==> config.mk <==
export PLATFORM = sky130hd
export DESIGN_NAME = approx_tile_mult
export DESIGN_NICKNAME = d
export VERILOG_FILES = /design/src/rtl/apx_mult_pkg.sv /design/src/rtl/apx_cell2x2.sv /design/src/rtl/apx_pp_array.sv /design/src/rtl/apx_sum_tree.sv /design/src/rtl/approx_tile_mult.sv
export SDC_FILE = /design/constraint.sdc
export NUM_CORES = 1
export LEC_CHECK = 0
export BUFFER_PORTS_ARGS = -buffer_cell sky130_fd_sc_hd__buf_2
export CAP_MARGIN = 15
export CORE_ASPECT_RATIO = 2
export CORE_MARGIN = 2
export CORE_UTILIZATION = 40
export DETAILED_ROUTE_END_ITERATION = 8
export PLACE_DENSITY = 0.65
export RECOVER_POWER = 100
export SLEW_MARGIN = 10
export SYNTH_ARGS = -nofsm -noshare
export SYNTH_HDL_FRONTEND = slang
export SYNTH_SLANG_ARGS = --single-unit
==> constraint.sdc <==
create_clock -name clk_i -period 0.8 [get_ports clk_i]
set_clock_uncertainty 0.15 [all_clocks]
set_input_delay 0.04 -clock clk_i [delete_from_list [all_inputs] [get_ports clk_i]]
set_output_delay 0.04 -clock clk_i [all_outputs]
set_load 0.01 [all_outputs]
==> src/rtl/apx_mult_pkg.sv <==
package apx_mult_pkg;
  localparam int DIGIT_W = 2;
  localparam int CELL_W  = 3;

  // true when any 2-bit digit of v equals 3
  function automatic logic has_digit3(input logic [63:0] v, input int nd);
    logic r;
    r = 1'b0;
    for (int k = 0; k < nd; k++) begin
      if (v[2*k +: 2] == 2'b11) r = 1'b1;
    end
    return r;
  endfunction
endpackage

==> src/rtl/apx_cell2x2.sv <==
module apx_cell2x2
  import apx_mult_pkg::*;
(
  input  logic [DIGIT_W-1:0] a_i,
  input  logic [DIGIT_W-1:0] b_i,
  output logic [CELL_W-1:0]  p_o
);
  // OR in the middle bit folds 3x3 onto 7 and drops the fourth bit
  assign p_o[0] = a_i[0] & b_i[0];
  assign p_o[1] = (a_i[1] & b_i[0]) | (a_i[0] & b_i[1]);
  assign p_o[2] = a_i[1] & b_i[1];
endmodule

==> src/rtl/apx_pp_array.sv <==
module apx_pp_array
  import apx_mult_pkg::*;
#(
  parameter int W = 8,
  localparam int ND = W / DIGIT_W,
  localparam int NT = ND * ND,
  localparam int PW = 2 * W
) (
  input  logic [W-1:0]          a_i,
  input  logic [W-1:0]          b_i,
  output logic [NT-1:0][PW-1:0] terms_o
);
  for (genvar i = 0; i < ND; i++) begin : g_row
    for (genvar j = 0; j < ND; j++) begin : g_col
      localparam int SH = DIGIT_W * (i + j);
      logic [CELL_W-1:0] cp;
      apx_cell2x2 u_cell (
        .a_i (a_i[DIGIT_W*i +: DIGIT_W]),
        .b_i (b_i[DIGIT_W*j +: DIGIT_W]),
        .p_o (cp)
      );
      assign terms_o[i*ND+j] = PW'(cp) << SH;
    end
  end
endmodule

==> src/rtl/apx_sum_tree.sv <==
module apx_sum_tree #(
  parameter int N  = 16,
  parameter int PW = 16,
  localparam int LVL = (N > 1) ? $clog2(N) : 0,
  localparam int NP  = 1 << LVL
) (
  input  logic [N-1:0][PW-1:0] terms_i,
  output logic [PW-1:0]        sum_o
);
  for (genvar l = 0; l <= LVL; l++) begin : g_lvl
    localparam int CNT = NP >> l;
    logic [PW-1:0] s [CNT];
    for (genvar k = 0; k < CNT; k++) begin : g_node
      if (l == 0) begin : g_leaf
        if (k < N) begin : g_in
          assign s[k] = terms_i[k];
        end else begin : g_pad
          assign s[k] = '0;
        end
      end else begin : g_add
        assign s[k] = g_lvl[l-1].s[2*k] + g_lvl[l-1].s[2*k+1];
      end
    end
  end
  assign sum_o = g_lvl[LVL].s[0];
endmodule

==> src/rtl/approx_tile_mult.sv <==
module approx_tile_mult
  import apx_mult_pkg::*;
#(
  parameter int W       = 8,
  parameter bit OUT_REG = 1'b1,
  localparam int ND = W / DIGIT_W,
  localparam int NT = ND * ND,
  localparam int PW = 2 * W
) (
  input  logic          clk_i,
  input  logic          rst_ni,
  input  logic [W-1:0]  a_i,
  input  logic [W-1:0]  b_i,
  output logic [PW-1:0] prod_o
);
  logic [NT-1:0][PW-1:0] terms;
  logic [PW-1:0]         res_d;

  apx_pp_array #(.W(W)) u_pp (
    .a_i     (a_i),
    .b_i     (b_i),
    .terms_o (terms)
  );

  apx_sum_tree #(.N(NT), .PW(PW)) u_sum (
    .terms_i (terms),
    .sum_o   (res_d)
  );

  if (OUT_REG) begin : g_reg
    logic [PW-1:0] prod_q;
    always_ff @(posedge clk_i or negedge rst_ni) begin
      if (!rst_ni) prod_q <= '0;
      else         prod_q <= res_d;
    end
    assign prod_o = prod_q;
  end else begin : g_comb
    assign prod_o = res_d;
  end

  // reference checks against the exact product
  logic [PW-1:0] exact;
  logic [PW-1:0] deficit;
  assign exact   = PW'(a_i) * PW'(b_i);
  assign deficit = exact - res_d;

  a_r5_zero_operand: assert property (@(posedge clk_i) disable iff (!rst_ni)
    (a_i == '0 || b_i == '0) |-> res_d == '0);

  a_r4_exact_no_33: assert property (@(posedge clk_i) disable iff (!rst_ni)
    (!has_digit3(64'(a_i), ND) || !has_digit3(64'(b_i), ND)) |-> res_d == exact);

  a_r6_not_above_exact: assert property (@(posedge clk_i) disable iff (!rst_ni)
    res_d <= exact);

  a_r6_even_shortfall: assert property (@(posedge clk_i) disable iff (!rst_ni)
    deficit[0] == 1'b0);
endmodule

==> impl_metrics.json <==
{
  "status": "finished with violations",
  "violations": "hold timing, setup timing",
  "crit_type": "in2reg",
  "yosysUniqueCellTypes": 29,
  "crit_start": "b_i[1]",
  "grt_usage_pct": 17.5,
  "largest_reg_flops": 16,
  "hold_viol": 2,
  "power.internal_uw": 4180,
  "synth_top_area_share_pct": 21.3,
  "end_kind": "register",
  "rsz0062_at_grt": "true",
  "yosysSeqAreaShare_pct": 18.5,
  "coreArea_sq_mm": 0.00518,
  "setup_violations": 30,
  "worst_slack_ns": -2.51,
  "grt_max_degree": 17,
  "initial_core_util_pct": 41.7,
  "drv_cap": 0,
  "ys_ff_latch": 16,
  "dp.cells": 348,
  "slew-limit-headroom_pct": 74.6,
  "finish.instance_area_sq_mm": 0.00327,
  "required_ns": 0.79,
  "drcViolationCount": 0,
  "detailed_place_hpwl_microns": 4320,
  "worst_pin_slew_ns": 0.381,
  "comb_power_share_pct": 72.0,
  "yosys.area_share.adder_pct": 42.1,
  "fin_cells": 356,
  "cts.reportedPaths.clkPinSlew_ns": 0.06,
  "dr.pass1.iters": 4,
  "port-buffer-count": 33,
  "worst_setup_path_start_kind": "input port",
  "synth-compound-area-share_pct": 10.9,
  "mostFrequentLayoutCells": "39 x buf_4, 25 x inv_1, 22 x buf_2",
  "dpl-instance-area_sq_mm": 0.00297,
  "power_density_mw_per_mm2": 2090,
  "cts_root_buffer": "clkbuf_8",
  "grt_pass1_vias": 1958,
  "cts.sink_count": 16,
  "cp.arrival_ns": 3.30,
  "cts_tree": "yes",
  "p_switching_uw": 2640,
  "drtAntennaViolNets": 0,
  "die_area_sq_mm": 0.00605,
  "fmax_mhz": 302,
  "maxSlewViolCount": 0,
  "fp.dieW_microns": 56,
  "ir_drop_uv": 2300,
  "cts_buffer_depth": 2,
  "min_path_type": "in2reg",
  "p_sw_share_pct": 38.7,
  "vias_per_cell": 5.04,
  "cts_buffers": 3,
  "io_pins": 34,
  "synth_nets": 295,
  "fin_crit_sh_pct": 414,
  "drive_gt1_share_pct": 46.6,
  "cts_max_level": 1,
  "synth-simple-area-share_pct": 14.9,
  "synth.avg_cell_area_sq_um": 9.92,
  "hold_ws_ns": -0.0837,
  "num_rows": 37,
  "clkPwrFrac_pct": 10.4,
  "syn2layout_area_growth_pct": 51.1,
  "mostFrequentLayoutCell": "buf_4",
  "p_leak_uw": 0.00163,
  "syn_inst": 218,
  "yosys_warnings": 0,
  "muxShareOfSynthArea_pct": 0,
  "num_vias": 1795,
  "power_uw": 6830,
  "cts_hold_buf": 1,
  "grt_pass1_wl_microns": 8330,
  "antenna_found_initial": 0,
  "synth_top_family_by_area": "adder cells",
  "layout.nets": 376,
  "preCtsSetupSlack_ns": -2.92,
  "wl_per_cell_microns": 14.1,
  "cp_max_fo": 4,
  "gp_congestion": 0.781,
  "dieHeight_microns": 108,
  "synth_top_area_cell": "fa_1",
  "overflow": 0,
  "drt-total-wl_microns": 5030,
  "synth_xor_area_share_pct": 6.48,
  "fin_crit_ns": 3.31,
  "drt_iter0_drc": 16,
  "diodes": 0,
  "syn_area_sq_mm": 0.00216,
  "critPathCapture": "prod_o[10]$_DFF_PN0_",
  "pwr-share-seq_pct": 17.5,
  "synthTopCellsByArea": "fa_1 21%, ha_1 21%, dfrtp_1 19%"
}
[cells by family after synthesis]
| group | count (synthesis) |
|---|---|
| fa+ha+maj | 59 |
| compound gates | 29 |
| xor+xnor | 16 |
| flops | 16 |
| buf+inv | 41 |
| simple gates | 57 |
[critical path: stages]
cell      delay (ns)
buf_8           0.10
and2_4          0.15
ha_4            0.16
ha_4            0.15
xnor2_2         0.12
fa_1            0.49
inv_2           0.04
fa_2            0.42
fa_1            0.56
inv_2           0.04
ha_4            0.21
and3_4          0.16
a211oi_4        0.28
nand2b_4        0.10
buf_6           0.12
xor2_1          0.13
[routing by layer]
| metal | GRT usage, % | share of wire (%) | up-vias |
|---|---|---|---|
| met1 | 15.9 | 34 | 870 |
| met3 | 0.957 | 1.9 | 10 |
| met4 | 6.97 | 2.2 | 0 |
| met2 | 37.9 | 62 | 29 |
| li1 | - | - | 886 |
| met5 | 0 | 0 | - |
[worst min path at each step]
stage	from	to	slack [ns]	depth (start not counted)
6_report	a_i[0]	prod_o[0]$_DFF_PN0_	-0.08	2
3_5_place_dp	rst_ni	prod_o[0]$_DFF_PN0_	-0.18	1
4_1_cts	a_i[0]	prod_o[0]$_DFF_PN0_	-0.08	2
5_1_grt	a_i[0]	prod_o[1]$_DFF_PN0_	-0.07	2
3_3_place_gp	rst_ni	prod_o[2]$_DFF_PN0_	-0.18	1
2_1_floorplan	rst_ni	prod_o[0]$_DFF_PN0_	-0.41	0
[repair_timing]
item | 4_1_cts | 5_1_grt
endpoints found under the hold margin | 18 | 2
pin swaps | 28 | 11
resized for setup | 33 | 20
endpoints found under the setup margin | 30 | 30
setup buffers | 1 | 3
[power by group through the flow]
stage               sequential, uW  combinational (uW)  clock, uW
CTS                           1200                4750        723
floorplan                     1400                2680          0
finish                        1200                4920        712
detailed placement            1210                4410          0
global placement              1210                4300          0
global route                  1220                5470        748
[final cells by class]
class                           count  area [sq um]
Tap cell                           58          72.6
Multi-Input combinational cell    161          1960
Fill cell                         429          1920
Inverter                           34           128
Sequential cell                    16           400
Clock buffer                        4          55.1
Timing Repair Buffer               83           652
[cells in the mapped netlist (all sizes together)]
cell / count
a211oi: 2
a21o: 2
a21oi: 4
a22o: 15
a22oi: 1
a31oi: 1
and2: 21
and3: 3
and4: 4
clkbuf: 7
dfrtp: 16
fa: 23
ha: 36
inv: 34
nand2: 15
nand2b: 1
nand3: 1
nand4: 4
nor2: 2
nor2b: 1
nor3: 2
o21ai: 2
o221ai: 1
o22ai: 1
or3: 3
xnor2: 9
xor2: 7
[per-stage QoR]
| stage | setup TNS [ns] | util [%] |
|---|---|---|
| 2_1_floorplan | -28.62 | - |
| 3_3_place_gp | -31.02 | 57.3 |
| 3_5_place_dp | -31.60 | 57.3 |
| 4_1_cts | -28.79 | 61.0 |
| 5_1_grt | -29.77 | 63.0 |
| 6_report | -28.39 | 63.0 |
(Power assumes the default switching activity.)
